**config.mk**
```make
export PLATFORM = sky130hd
export DESIGN_NAME = exec_wave_pipe
export DESIGN_NICKNAME = d
export VERILOG_FILES = /design/src/rtl/exec_wave_pipe.sv
export SDC_FILE = /design/constraint.sdc
export NUM_CORES = 2
export LEC_CHECK = 0
export ABC_CLOCK_PERIOD_IN_PS = 8000
export CELL_PAD_IN_SITES_DETAIL_PLACEMENT = 2
export CELL_PAD_IN_SITES_GLOBAL_PLACEMENT = 2
export CORE_UTILIZATION = 40
export DETAILED_ROUTE_END_ITERATION = 8
export PLACE_DENSITY_LB_ADDON = 0.1
export SLEW_MARGIN = 20
export SYNTH_ARGS = -nofsm -noshare
export SYNTH_HDL_FRONTEND = slang
export SYNTH_SLANG_ARGS = --single-unit
```
**constraint.sdc**
```tcl
create_clock -name clk -period 8 [get_ports clk]
set_clock_uncertainty 0.1 [all_clocks]
set_input_delay 0.8 -clock clk [delete_from_list [all_inputs] [get_ports clk]]
set_output_delay 0.8 -clock clk [all_outputs]
set_load 0.03 [all_outputs]
```
**src/rtl/exec_wave_pipe.sv**
```systemverilog
module exec_wave_pipe #(
  parameter int W = 32,
  parameter int FW = 4,
  parameter int LAT_A = 2,
  parameter int LAT_B = 4,
  parameter bit ALWAYS_ON = 1'b0
) (
  input  logic          clk,
  input  logic          rst,
  input  logic          issue,
  input  logic [W-1:0]  opnd_x,
  input  logic [W-1:0]  opnd_y,
  input  logic [FW-1:0] flags_in,
  output logic [W-1:0]  sum_out,
  output logic [FW-1:0] sum_flags,
  output logic [W-1:0]  prod_out
);
  localparam int LMAX = (LAT_A > LAT_B) ? LAT_A : LAT_B;
  localparam int AW = W + FW;

  logic [LMAX-1:0] en_q;
  logic [W-1:0]    in_x, in_y;
  logic [FW-1:0]   in_f;
  logic            load;
  logic [AW-1:0]   a_src;
  logic [W-1:0]    b_src;
  logic [LAT_A:1][AW-1:0] a_st;
  logic [LAT_B:1][W-1:0]  b_st;

  assign load  = issue | ALWAYS_ON;
  assign a_src = {in_f, in_x + in_y};
  assign b_src = in_x * in_y;

  always_ff @(posedge clk) begin
    if (rst) begin
      in_x <= '0;
      in_y <= '0;
      in_f <= '0;
      en_q <= '0;
    end else begin
      if (load) begin
        in_x <= opnd_x;
        in_y <= opnd_y;
        in_f <= flags_in;
      end
      en_q[0] <= issue;
      for (int i = 1; i < LMAX; i++) en_q[i] <= en_q[i-1];
    end
  end

  always_ff @(posedge clk) begin
    if (rst) begin
      a_st <= '0;
    end else begin
      if (ALWAYS_ON || en_q[0]) a_st[1] <= a_src;
      for (int i = 2; i <= LAT_A; i++)
        if (ALWAYS_ON || en_q[i-1]) a_st[i] <= a_st[i-1];
    end
  end

  always_ff @(posedge clk) begin
    if (rst) begin
      b_st <= '0;
    end else begin
      if (ALWAYS_ON || en_q[0]) b_st[1] <= b_src;
      for (int i = 2; i <= LAT_B; i++)
        if (ALWAYS_ON || en_q[i-1]) b_st[i] <= b_st[i-1];
    end
  end

  assign sum_out   = a_st[LAT_A][W-1:0];
  assign sum_flags = a_st[LAT_A][AW-1:W];
  assign prod_out  = b_st[LAT_B];
endmodule


```
==> metrics.csv <==
stage,metric,value,unit
floorplan,Initial Util,40.4,%
worst_setup_path,reg2reg setup slack,0.25,ns
clock_network,clk sinks,272,
detailed_routing,DRC viols,0,
layout,area delta synth->final,11.1,%
worst_setup_path,Reg-to-Reg End,b_st[31]$_SDFFE_PP0P_,
detailed_routing,Vias,20188,
detailed_routing,drt total wl,90100,um
worst_setup_path,CP Class,reg2reg,
clock_network,post-CTS setup buffer count,0,
timing,slew of the pin with the lowest slew margin,1.13,ns
worst_setup_path,CP Max Fanout,15,
worst_setup_path,crit end category,register,
clock_network,clock latency on the worst-skew pair,0.59,ns
flow_run,max-cap violations,0,
synthesis,Netlist cell types,65,
timing,Final Setup Violations,0,
detailed_routing,Routed Antenna Nets,0,
global_route,global-route wire length before repair,141000,um
detailed_routing,Initial DRT Pass Iterations,5,
detailed_routing,DR vias/cell,5.23,
worst_setup_path,FF-to-FF path depth,22,
synthesis,Mapped Nets,3575,
worst_setup_path,Reg-to-Reg Start,in_x[13]$_SDFFE_PP0P_,
layout,Nets,3598,
floorplan,chip height,262,um
worst_setup_path,WP data required,8.38,ns
floorplan,Rows,95,
timing,max-slew violation count,0,
timing,Tcrit/Tclk final,96.8,%
global_route,initial antenna violation count,0,
worst_hold_path,Hold Startpoint,a_st[20]$_SDFFE_PP0P_,
floorplan,Core Area,67000,um^2
synthesis,Post-synth EDFFs,0,
layout,Final Cell Area,30100,um^2
floorplan,I/O Pins,139,
timing,setup TNS,0,ns
global_route,vias in the first global route,23781,
worst_setup_path,startpoint class of the critical path,register,
clock_network,Root Driver,clkbuf_16,
timing,unrepaired setup endpoints after global routing,false,
global_route,maximum number of pins on one net before global-route repair,100,
placed_design,# port buffers,138,
floorplan,DIE AREA,68800,um^2
placed_design,area post-placement,29100,um^2
synthesis,Synth Warn #,0,
clock_network,H-tree depth,1,
synthesis,"Seq/Total Area, Yosys",20.1,%
timing,worst rel slew slack,24.5,%
synthesis,Post-Syn Area,27100,um^2
timing,Peak Freq,0.129,GHz
placed_design,Detailed Place HPWL,72500,um
power_and_ir_drop,Leak,0.0135,uW
timing,post-route minimum period,7.75,ns
power_and_ir_drop,cell area power density,145,nW/um^2
layout,Inserted Diodes,0,
layout,# fillers,7261,
synthesis,Main synth FF type,dfxtp_1,
clock_network,CTS Hold Bufs,0,
detailed_routing,Iter 0 DRT Violations,866,
synthesis,Seq cells post-synth,272,
global_route,gr usage total,26.7,%
worst_hold_path,Worst Hold End,a_st[20]$_SDFFE_PP0P_,
synthesis,Syn Inst Count,2941,
synthesis,synthesized area per cell,9.21,um^2
worst_setup_path,WP data arrival,8.13,ns
global_route,total gr overflow,0,
status,status,"complete, no violations",
detailed_routing,DR WL/cell,23.4,um
timing,final hold violation count,0,
layout,layout cells sized above 1,5.59,%
clock_network,CTS tree,yes,
layout,"Core Util, Final",44.9,%
synthesis,Async SR Flop Fraction,0,%
worst_hold_path,worst hold path class,reg2reg,
floorplan,chip width,262,um
worst_hold_path,WHS Path Cells,2,
clock_network,Num CTS Buffers,30,
timing,worst hold slack,0.368,ns
power_and_ir_drop,Final Power,4380,uW
power_and_ir_drop,VDD IR max,0.000146,V
clock_network,"Reg clk slew, reported paths",0.07,ns
clock_network,Clock Tree Buf Depth,3,
placed_design,routability cong.,0.865,
[flip-flops by register name, summed over array words and instances (netlist names)]
signal and count:
in_f 4, a_st 36, sum_flags 4, prod_out 32, in_y 32, sum_out 32, en_q 4, in_x 32
b_st 96
[repair_timing]
action	4_1_cts	5_1_grt
endpoints found under the setup margin	1	3
gates cloned	0	0
resized for setup	4	15
[layout make-up]
type	instances	area, um^2	area share (%)
inverter	428	1610	5.34
clock buffer	40	818	2.72
sequential	272	5480	18.2
timing repair buffer	218	2010	6.69
multi-input combinational	2014	18900	62.9
clock inverter	15	145	0.482
tap	873	1090	3.63
[worst max-delay path, stage by stage (launching register included)]
cell and delay (ns):
dfxtp_2 0.71, and2_1 0.25, fa_1 0.43, fa_1 0.52, fa_1 0.54, inv_1 0.06
fa_1 0.49, inv_1 0.06, fa_1 0.50, inv_1 0.06, fa_1 0.54, inv_1 0.05
fa_1 0.52, fa_1 0.42, ha_1 0.40, nand4_1 0.15, or3_1 0.42, a21o_1 0.21
a31oi_1 0.35, a31oi_1 0.22, o21ai_1 0.25, xnor2_1 0.09, a211oi_1 0.28
[stage by stage]
step           std cells  setup WS [ns]
2_1_floorplan       2941           1.06
4_1_cts             3860        0.00341
3_5_place_dp        3805          0.114
3_3_place_gp        3805          0.323
6_report            3860          0.253
5_1_grt             3860         0.0269
[how the worst max path moves through the flow]
| stage | startpoint | to |
|---|---|---|
| 6_report | in_x[13]$_SDFFE_PP0P_ | b_st[31]$_SDFFE_PP0P_ |
| 5_1_grt | in_x[13]$_SDFFE_PP0P_ | b_st[31]$_SDFFE_PP0P_ |
| 4_1_cts | in_y[9]$_SDFFE_PP0P_ | b_st[31]$_SDFFE_PP0P_ |
| 3_5_place_dp | in_x[13]$_SDFFE_PP0P_ | b_st[31]$_SDFFE_PP0P_ |
| 3_3_place_gp | in_y[13]$_SDFFE_PP0P_ | b_st[31]$_SDFFE_PP0P_ |
| 2_1_floorplan | in_y[2]$_SDFFE_PP0P_ | b_st[31]$_SDFFE_PP0P_ |
[Yosys cell counts, types with 4 or more instances]
cell type	instances	area, um^2
inv_1	426	1600
fa_1	409	8190
nand2_1	302	1130
nor2_1	284	1070
dfxtp_1	272	5450
and2_1	260	1630
mux2i_1	235	2350
ha_1	154	1930
clkbuf_1	139	522
buf_4	68	510
xnor2_1	67	587
a21oi_1	49	245
xor2_1	30	263
o21ai_0	25	125
a21o_1	23	173
nand3_1	19	95.1
buf_1	17	63.8
nor3_1	16	80.1
o21ai_1	11	55.1
a211oi_1	10	75.1
a31oi_1	8	50.1
nor2b_1	8	50.1
and3_1	7	43.8
nand2b_1	7	43.8
nand4_1	7	43.8
o22ai_1	6	37.5
or4_1	6	45.0
nor4_1	5	31.3
o211ai_1	4	30.0
o21a_1	4	30.0
or3_1	4	25.0
[kinds of logic (layout without fill, tap and decap cells)]
family / Yosys count / after routing / share of synthesized area, %
buf+inv: 655 / 701 / 10.0
fa+ha+maj: 563 / 563 / 37.3
flops: 272 / 272 / 20.1
simple gates: 940 / 940 / 16.3
xor+xnor: 97 / 97 / 3.14
mux: 235 / 235 / 8.68
compound gates: 179 / 179 / 4.42
[per-layer routing]
metal / global-route usage (%) / share of wire, % / up-vias
met5: 0 / 0 / -
met4: 7.58 / 3.2 / 0
met3: 1.85 / 2.2 / 117
met2: 49.8 / 53 / 332
met1: 33.0 / 41 / 10694
li1: - / - / 9045
[power breakdown]
part           switching, uW  internal (uW)  leakage, uW  total, uW
registers                121           1410      0.00222       1540
clock network            613            783     0.000474       1400
logic                    855            588       0.0108       1440
total                   1590           2790       0.0135       4380
[cell usage in the layout, fill, tap and decap left out, types with 10 or more instances in the layout]
cell	count
nor2_1	284
dfxtp_1	247
and2_1	260
a21o_1	23
xor2_1	30
fa_1	409
a21oi_1	49
nor3_1	16
inv_1	426
nand3_1	19
xnor2_1	67
o21ai_1	11
a211oi_1	10
ha_1	154
clkbuf_16	30
clkdlybuf4s50_1	136
dfxtp_2	22
nand2_1	302
buf_4	78
o21ai_0	25
mux2i_1	235
Note: power is estimated with default switching activity, not from simulation.
